File: src/rtl/rin_pkg.sv
package rin_pkg;
  localparam logic [1:0] CMD_NOP   = 2'd0;
  localparam logic [1:0] CMD_WRITE = 2'd1;
  localparam logic [1:0] CMD_READ  = 2'd2;

  localparam int STAT_TIMEOUT = 0;
  localparam int STAT_OVERFLOW = 1;
  localparam int STAT_PENDING = 2;
  localparam int STAT_UNREACH = 3;

  typedef enum logic [1:0] {
    ST_IDLE = 2'd0,
    ST_SEND = 2'd1,
    ST_WAIT = 2'd2
  } rd_state_e;
endpackage

File: src/rtl/rin_dest_lookup.sv
module rin_dest_lookup #(
  parameter int CHAN_W = 8,
  parameter int DEST_W = 2,
  localparam int NUM_DEST = 1 << DEST_W
) (
  input  logic [CHAN_W-1:0]   chan,
  input  logic [NUM_DEST-1:0] dest_up,
  output logic                reachable
);
  generate
    if (DEST_W == 0) begin : g_single
      assign reachable = dest_up[0];
    end else begin : g_indexed
      logic [DEST_W-1:0] dest_idx;
      assign dest_idx  = chan[CHAN_W-1 -: DEST_W];
      assign reachable = dest_up[dest_idx];
    end
  endgenerate
endmodule

File: src/rtl/rin_read_fsm.sv
module rin_read_fsm
  import rin_pkg::*;
(
  input  logic       clk,
  input  logic       rst,
  input  logic [1:0] cmd,
  input  logic       reachable,
  input  logic       req_fire,
  input  logic       rsp_valid,
  output logic       launch,
  output logic       unreach_done,
  output logic       rsp_take,
  output logic       pending,
  output logic       proto_err
);
  rd_state_e state_q, state_d;
  logic      is_read;

  assign is_read = (cmd == CMD_READ);

  always_comb begin
    state_d      = state_q;
    launch       = 1'b0;
    unreach_done = 1'b0;
    rsp_take     = 1'b0;
    unique case (state_q)
      ST_IDLE: begin
        if (is_read) begin
          if (reachable) begin
            launch  = 1'b1;
            state_d = ST_SEND;
          end else begin
            unreach_done = 1'b1;
          end
        end
      end
      ST_SEND: begin
        if (req_fire) state_d = ST_WAIT;
      end
      ST_WAIT: begin
        if (rsp_valid) begin
          rsp_take = 1'b1;
          state_d  = ST_IDLE;
        end
      end
      default: state_d = ST_IDLE;
    endcase
  end

  always_ff @(posedge clk) begin
    if (rst) begin
      state_q   <= ST_IDLE;
      proto_err <= 1'b0;
    end else begin
      state_q   <= state_d;
      proto_err <= rsp_valid && (state_q != ST_WAIT);
    end
  end

  assign pending = (state_q != ST_IDLE);

  AST_TAKE_NEEDS_PEND: assert property (@(posedge clk) disable iff (rst)
    rsp_take |=> !pending || launch);
endmodule

File: src/rtl/rin_req_port.sv
module rin_req_port #(
  parameter int CHAN_W = 8,
  parameter int TO_W   = 32
) (
  input  logic              clk,
  input  logic              rst,
  input  logic              launch,
  input  logic [CHAN_W-1:0] chan_in,
  input  logic [TO_W-1:0]   to_in,
  input  logic              req_ready,
  output logic              req_valid,
  output logic [CHAN_W-1:0] req_chan,
  output logic [TO_W-1:0]   req_timeout,
  output logic              req_fire
);
  assign req_fire = req_valid && req_ready;

  always_ff @(posedge clk) begin
    if (rst) begin
      req_valid   <= 1'b0;
      req_chan    <= '0;
      req_timeout <= '0;
    end else begin
      if (launch) begin
        req_valid   <= 1'b1;
        req_chan    <= chan_in;
        req_timeout <= to_in;
      end else if (req_fire) begin
        req_valid <= 1'b0;
      end
    end
  end

  AST_REQ_HOLD: assert property (@(posedge clk) disable iff (rst)
    req_valid && !req_ready |=> req_valid && $stable(req_chan) && $stable(req_timeout));
  AST_NO_RELAUNCH: assert property (@(posedge clk) disable iff (rst)
    launch |-> !req_valid);
endmodule

File: src/rtl/rin_result.sv
module rin_result #(
  parameter int TS_W   = 32,
  parameter int DATA_W = 32
) (
  input  logic              clk,
  input  logic              rst,
  input  logic              launch,
  input  logic              unreach_done,
  input  logic              rsp_take,
  input  logic              rsp_event,
  input  logic              rsp_overflow,
  input  logic [TS_W-1:0]   rsp_ts,
  input  logic [DATA_W-1:0] rsp_data,
  output logic              err_timeout,
  output logic              err_overflow,
  output logic              err_unreach,
  output logic [TS_W-1:0]   rd_ts,
  output logic [DATA_W-1:0] rd_data
);
  always_ff @(posedge clk) begin
    if (rst) begin
      err_timeout  <= 1'b0;
      err_overflow <= 1'b0;
      err_unreach  <= 1'b0;
      rd_ts        <= '0;
      rd_data      <= '0;
    end else if (launch) begin
      err_timeout  <= 1'b0;
      err_overflow <= 1'b0;
      err_unreach  <= 1'b0;
    end else if (unreach_done) begin
      err_timeout  <= 1'b0;
      err_overflow <= 1'b0;
      err_unreach  <= 1'b1;
    end else if (rsp_take) begin
      err_unreach <= 1'b0;
      if (rsp_event) begin
        err_timeout  <= 1'b0;
        err_overflow <= 1'b0;
        rd_ts        <= rsp_ts;
        rd_data      <= rsp_data;
      end else begin
        err_timeout  <= !rsp_overflow;
        err_overflow <= rsp_overflow;
      end
    end
  end

  AST_ONE_OUTCOME: assert property (@(posedge clk) disable iff (rst)
    $countones({launch, unreach_done, rsp_take}) <= 1);
endmodule

File: src/rtl/rin_read_engine.sv
module rin_read_engine #(
  parameter int CHAN_W = 8,
  parameter int DEST_W = 2,
  parameter int TO_W   = 32,
  parameter int TS_W   = 32,
  parameter int DATA_W = 32,
  localparam int NUM_DEST = 1 << DEST_W
) (
  input  logic                clk,
  input  logic                rst,
  input  logic [CHAN_W-1:0]   rd_chan,
  input  logic [TO_W-1:0]     rd_timeout,
  input  logic [1:0]          rd_cmd,
  input  logic [NUM_DEST-1:0] dest_up,
  output logic [3:0]          rd_status,
  output logic [TS_W-1:0]     rd_timestamp,
  output logic [DATA_W-1:0]   rd_data,
  output logic                req_valid,
  input  logic                req_ready,
  output logic [CHAN_W-1:0]   req_chan,
  output logic [TO_W-1:0]     req_timeout,
  input  logic                rsp_valid,
  input  logic                rsp_event,
  input  logic                rsp_overflow,
  input  logic [TS_W-1:0]     rsp_timestamp,
  input  logic [DATA_W-1:0]   rsp_data,
  output logic                proto_err
);
  import rin_pkg::*;

  logic reachable, launch, unreach_done, rsp_take, pending, req_fire;
  logic err_timeout, err_overflow, err_unreach;

  rin_dest_lookup #(.CHAN_W(CHAN_W), .DEST_W(DEST_W)) u_lookup (
    .chan(rd_chan), .dest_up(dest_up), .reachable(reachable));

  rin_read_fsm u_fsm (
    .clk(clk), .rst(rst), .cmd(rd_cmd), .reachable(reachable),
    .req_fire(req_fire), .rsp_valid(rsp_valid), .launch(launch),
    .unreach_done(unreach_done), .rsp_take(rsp_take),
    .pending(pending), .proto_err(proto_err));

  rin_req_port #(.CHAN_W(CHAN_W), .TO_W(TO_W)) u_req (
    .clk(clk), .rst(rst), .launch(launch), .chan_in(rd_chan),
    .to_in(rd_timeout), .req_ready(req_ready), .req_valid(req_valid),
    .req_chan(req_chan), .req_timeout(req_timeout), .req_fire(req_fire));

  rin_result #(.TS_W(TS_W), .DATA_W(DATA_W)) u_res (
    .clk(clk), .rst(rst), .launch(launch), .unreach_done(unreach_done),
    .rsp_take(rsp_take), .rsp_event(rsp_event), .rsp_overflow(rsp_overflow),
    .rsp_ts(rsp_timestamp), .rsp_data(rsp_data),
    .err_timeout(err_timeout), .err_overflow(err_overflow),
    .err_unreach(err_unreach), .rd_ts(rd_timestamp), .rd_data(rd_data));

  always_comb begin
    rd_status = '0;
    rd_status[STAT_TIMEOUT]  = err_timeout;
    rd_status[STAT_OVERFLOW] = err_overflow;
    rd_status[STAT_PENDING]  = pending;
    rd_status[STAT_UNREACH]  = err_unreach;
  end

  AST_STATUS_ONEHOT: assert property (@(posedge clk) disable iff (rst)
    $onehot0(rd_status));
  AST_PEND_NOERR: assert property (@(posedge clk) disable iff (rst)
    rd_status[2] |-> rd_status == 4'h4);
  AST_UNREACH_NOPKT: assert property (@(posedge clk) disable iff (rst)
    unreach_done |=> !req_valid && rd_status == 4'h8);
endmodule

File: config.mk
export PLATFORM = sky130hd
export DESIGN_NAME = rin_read_engine
export DESIGN_NICKNAME = d
export VERILOG_FILES = /design/src/rtl/rin_pkg.sv /design/src/rtl/rin_dest_lookup.sv /design/src/rtl/rin_read_fsm.sv /design/src/rtl/rin_req_port.sv /design/src/rtl/rin_result.sv /design/src/rtl/rin_read_engine.sv
export SDC_FILE = /design/constraint.sdc
export NUM_CORES = 1
export LEC_CHECK = 0
export ABC_CLOCK_PERIOD_IN_PS = 4600
export BUFFER_PORTS_ARGS = -buffer_cell sky130_fd_sc_hd__buf_2
export CAP_MARGIN = 30
export CORE_AREA = 4 4 101 103
export CTS_BUF_LIST = sky130_fd_sc_hd__clkbuf_16
export DETAILED_ROUTE_END_ITERATION = 7
export DIE_AREA = 0 0 105 107
export GPL_TIMING_DRIVEN = 0
export MAX_ROUTING_LAYER = met4
export PLACE_DENSITY = 0.84
export SLEW_MARGIN = 10
export SYNTH_ARGS = -nofsm -noshare
export SYNTH_HDL_FRONTEND = slang
export SYNTH_SLANG_ARGS = --single-unit
File: constraint.sdc
create_clock -name clk -period 4.6 [get_ports clk]
set_clock_uncertainty 0.2 [all_clocks]
set_input_delay 0 -clock clk [delete_from_list [all_inputs] [get_ports clk]]
set_output_delay 0 -clock clk [all_outputs]
set_load 0.03 [all_outputs]
# [After elaboration in Yosys (flattened, before gate mapping)]
# Cells that the tools add are included.
[totals] output_inout_bits=110 latchBits=0 mem_bits_ro=0 ramBits=0 wordCells=53 memories=0 regBits=111 in_bits=116
[classes] div=0 n_bitwise=2 multipliers=0 muxes=21 reduce_logical=11 n_addsub=0 n_eq_ne=8 magnitude_cmp=1 shifts=0
[ops] cell="two-way mux 1 bit" n=15
[ops] cell="two-way mux 2 bit" n=4
[ops] cell="inequality test 2 bit, second input constant" n=4
[ops] cell="AND reduction 4 bit" n=2
[ops] cell="case mux 2 bit (3 select lines)" n=1
[ops] cell="nonzero test 2 bit" n=3
[ops] cell="== test 2 bit, second input constant" n=2
[ops] cell="< comparator 2 x 3 -> 1 bit, second input constant" n=1
[ops] cell="OR reduction 3 bit" n=1
[ops] cell="binary-select mux 1 bit (select 2 bit)" n=1
[ops] cell="== test 2 x 1 -> 1 bit, second input constant" n=1
[ops] cell="logical AND 1 bit" n=2
[ops] cell="logical NOT 2 bit" n=1
[ops] cell="inequality test 2 x 1 -> 1 bit, second input constant" n=1
[ops] cell="inverter 1 bit" n=2
[ops] cell="OR reduction 2 bit" n=1
[ops] cell="logical NOT 1 bit" n=1

# [Longest topological paths before layout]
[logic_depth] word_depth=7 mapped_depth=5 ltp_nobuf=3

# [Modules after synthesis]
# From an unflattened synthesis, not the netlist that was laid out.
[hier_totals] hier_cells=448 hier_area_um2=4780.8
[modules_own_cells] module="rin_result" seq_area_each_um2=1341.3 n_inst=1 area_per_inst_um2=3056.7 cells_per_inst=291
[modules_own_cells] module="rin_req_port" seq_area_each_um2=820.8 n_inst=1 area_per_inst_um2=1515.2 cells_per_inst=135
[modules_own_cells] module="rin_read_fsm" seq_area_each_um2=60.1 n_inst=1 area_per_inst_um2=156.4 cells_per_inst=17
[modules_own_cells] module="rin_read_engine" seq_area_each_um2=0.0 n_inst=1 area_per_inst_um2=30.0 cells_per_inst=4
[modules_own_cells] module="rin_dest_lookup" seq_area_each_um2=0.0 n_inst=1 area_per_inst_um2=22.5 cells_per_inst=1

# [Worst setup path before layout]
# No wires, ideal clock.
[synth_path] path_type="register -> register" from="reg u_fsm.state_q[1]" to="reg u_req.req_timeout[13]" path_slack_ps=3023 required_time_ps=4257 stages_incl_launch_ff=6 arrival_time_ps=1234 n_path_buf=2 setup_time_ps=143 period_less_slack_ps=1577 path_cell_list="dfxtp_1 nor4b_2 buf_2 buf_2 a21bo_1 a21oi_2"
[synth_between] elab_chain_cells=2
[synth_lines] item="from (decl)" line="rin_read_fsm.sv:16" text="rd_state_e state_q, state_d;"
[synth_lines] item="from (signal assigned)" line="rin_read_fsm.sv:55" text="state_q <= state_d;"
[synth_lines] item="logical NOT 2 bit" line="rin_read_fsm.sv:26" text="unique case (state_q)"
[synth_lines] item="two-way mux 1 bit" line="rin_read_fsm.sv:26"
[synth_lines] item="to (signal assigned)" line="rin_req_port.sv:27" text="req_timeout <= to_in;"
[synth_lines] item="to (decl)" line="rin_req_port.sv:13" text="output logic [TO_W-1:0] req_timeout,"
# Every way passes these cells.
# A chain may end at the register's enable or synchronous reset.

# [Final worst setup path]
[layout_path] from="reg u_fsm.state_q[1]" to="reg u_res.err_timeout"
[layout_between] elab_chain_cells=3 elab_cells_between_ends=6 cone_classes="eq/ne: 1; mux: 3; reduce/logical: 2"
[layout_lines] item="logical NOT 2 bit" line="rin_read_fsm.sv:26"
[layout_lines] item="two-way mux 1 bit" line="rin_read_fsm.sv:26"
[layout_lines] item="OR reduction 3 bit (no line)"
[layout_lines] item="to (signal assigned)" line="rin_result.sv:43" text="err_timeout <= !rsp_overflow;"
[layout_lines] item="to (decl)" line="rin_result.sv:14" text="output logic err_timeout,"
# Several ways; a longest one is shown, not always the timed one.

==> metrics.txt <==
Syn Inst Count 499; unrepaired setup endpoints after global routing no; synth top area cells dfxtp_1 50%, nand2_1 11%, a21bo_1 8.8%; Post-DP HPWL 10200 um; Clock Tree Root clkbuf_16; area of the multi-input gates 1940 um2; clk sink count 111; Pwr Density 295 nW/um2; grt met3 use 0.0614; Detailed Route Iter0 Violations roughly 250; VDD IR-drop max 255 uV; die height 107 um; # rows 35; hold path cells 5; port bufs 225; Die ar. 11200 um2; GR Util met1 0.319; RR Endpoint u_res.err_timeout; CTS buffer count 9; post-CTS setup buffer count 0; Top Ports 226; worst hold slack 0.0728 ns; reg2reg setup slack 1.97 ns; first-pass GRT wire length 26700 um; fmax 0.380 GHz; Die Width 105 um; Mean Syn Cell Area 8.87 um2; MaxCap Viol Count 0; gpl congestion 0.836; First-pass DRT Iterations 5; maximum buffer depth of the clock tree 2; async set-reset flop share out of synthesis 0; fin nets roughly 960; run status finished, final reports clean; worst rel slew slack 0.497; Initial Util 0.481; Least-Margin Pin Slew between 0.7 and 0.8 ns; worst flop-to-flop path startpoint u_fsm.state_q[1]; fill count 582; wire per inst 17.1 um; hold violation count in the final report 0; largest family of logic cells by synthesized area compound AO/OA/AOI/OAI gates; Post-synth EDFFs 0; fin crit share 0.573; area share of the largest cell type after synthesis 0.502; H-tree depth 3; CTS tree yes; Net Count, Synth 615; Seq cells post-synth 111; Synth Area in Compound Gates 0.249; Via density 5.25; Worst-path clk slew 0.08 ns; Most used DFF post-synth dfxtp_1; Most Crowded Layer GR met2; Worst Setup Path Type flip-flop to flip-flop; Yosys cell types 29; DRC viols 0; Simple-Gate Fraction of Synth Area 0.182; Worst Setup Start Kind flip-flop; vias in the first global route 5455; post-CTS sizing 0; WL final 16500 um; Worst Reg2Reg Path Length in Cells 5; setup_tns 0 ns; gr ovfl total 0; M2 GR Usage 0.533; Hold Crit Endpoint u_res.err_unreach; largest net degree at the start of global routing 21; layout cells sized above 1 0.361; Skew-Pair Late Insertion Delay around 0.33 ns; final setup fails 0; All-Layer GR Usage 0.302; Vias 5070; minimum clock period ~2.6 ns; mux contribution to synthesized area 0.00763; Seq/Total Area, Yosys 0.502; crit path max fanout 7; area of the core 9200 um2; Ys Warns 0; Leak Pwr 0.00315 uW; Synth area leader dfxtp_1; worst path required time 4.69 ns; Post-Synth Adder-Cell Area 0; Crit. End Element flip-flop; Worst Path Arrival 2.72 ns; min-delay src rd_cmd[1]; synthesized cell area ~4400 um2; post-route ant nets 0; register area 2220 um2; Post-Synth XOR/XNOR Area 0; Hold Crit Class input port to flip-flop; Slew Viols, Final 0; initial antenna violation count 0; Area Overhead vs Synth 61.3%
-- area by class of cell --
cell class	count	area share
Multi-Input combinational cell	338	0.272
Timing Repair Buffer	338	0.316
Antenna cell	1	0.000351
Clock inverter	7	0.0124
Sequential cell	111	0.311
Inverter	2	0.00105
Tap cell	111	0.0195
Buffer	48	0.0358
Clock buffer	9	0.0316
-- state kept, by name, summed over array words and instances (netlist names) --
register / cells
u_req.req_valid: 1
u_res.err_timeout: 1
u_req.req_chan: 8
u_res.err_overflow: 1
u_fsm.proto_err: 1
u_res.rd_ts: 32
u_res.rd_data: 32
u_res.err_unreach: 1
u_fsm.state_q: 2
u_req.req_timeout: 32
-- cell families after synthesis --
| group | after synthesis |
|---|---|
| AND/OR/NAND/NOR | 187 |
| buffers and inverters | 50 |
| multiplexers | 2 |
| flip-flops | 111 |
| AO/OA/AOI/OAI | 149 |
-- critical path, stage by stage (launching register included) --
cell           delay [ns]
dfxtp_1              0.46
nand3b_1             0.22
or3_1                0.36
dlygate4sd3_1        0.57
a211oi_1             0.22
dlygate4sd3_1        0.56
-- cell usage in the layout (no fill, tap or decap), types with 2 or more instances in the layout --
cell type / instances
buf_2: 237
nand2b_1: 2
nand3b_1: 2
clkbuf_1: 21
inv_1: 2
a21bo_1: 39
inv_8: 3
buf_1: 5
a211oi_1: 2
dfxtp_1: 111
a21oi_1: 67
clkinv_4: 2
nor2b_1: 2
clkbuf_16: 9
dlygate4sd3_1: 113
a21oi_2: 39
buf_6: 6
nand2_1: 133
nand3_1: 39
buf_4: 4
-- worst max-delay path by stage --
| stage | endpoint | from | slack, ns | cells past startpoint |
|---|---|---|---|---|
| 2_1_floorplan | u_req.req_timeout[13] | u_fsm.state_q[1] | 3.02 | 5 |
| 3_5_place_dp | u_req.req_timeout[15] | u_fsm.state_q[1] | 2.68 | 5 |
| 3_3_place_gp | u_req.req_timeout[30] | u_fsm.state_q[1] | 2.69 | 5 |
| 4_1_cts | u_res.err_timeout | u_fsm.state_q[1] | 1.97 | 5 |
| 5_1_grt | u_res.err_timeout | u_fsm.state_q[1] | 1.87 | 5 |
| 6_report | u_res.err_timeout | u_fsm.state_q[1] | 1.97 | 5 |
-- layer usage --
layer | share of wire | routed length (um)
met1 | 0.38 | 6300
met2 | 0.50 | 8240
met3 | 0.070 | 1150
met4 | 0.048 | 792
met5 | 0 | 0
-- synthesized netlist by cell type (4+ instances only) --
library cell  instances
a21bo_1              39
buf_4                 4
a21oi_1              67
buf_1                 5
a21oi_2              39
nand2_1             133
clkbuf_1             21
nand3_1              39
buf_2                12
buf_6                 6
dfxtp_1             111
-- report_power, final --
part           switching [uW]  total, uW  internal [uW]
registers                9.64        986            976
clock network             376        812            436
logic                     152        306            154
total                     538       2100           1570
-- through the flow --
| stage | setup slack, ns | instance area (um2) | std cells | util | power, uW |
|---|---|---|---|---|---|
| final | 1.97 | 7140 | 965 | 0.776 | 2100 |
| after global routing | 1.87 | 7140 | 964 | 0.776 | 2180 |
| after CTS | 1.97 | 7140 | 964 | 0.776 | 2100 |
| after detailed placement | 2.68 | 5690 | 835 | 0.619 | 1230 |
| after global placement | 2.69 | 5690 | 835 | 0.619 | 1230 |
| after floorplan | 3.02 | 4430 | 499 | - | 1140 |
-- timing repair --
item,in CTS,in global routing
endpoints found under the hold margin,111,0
endpoints found under the setup margin,0,0
hold buffers,113,0
No activity file was read; power rests on OpenSTA's default activity.
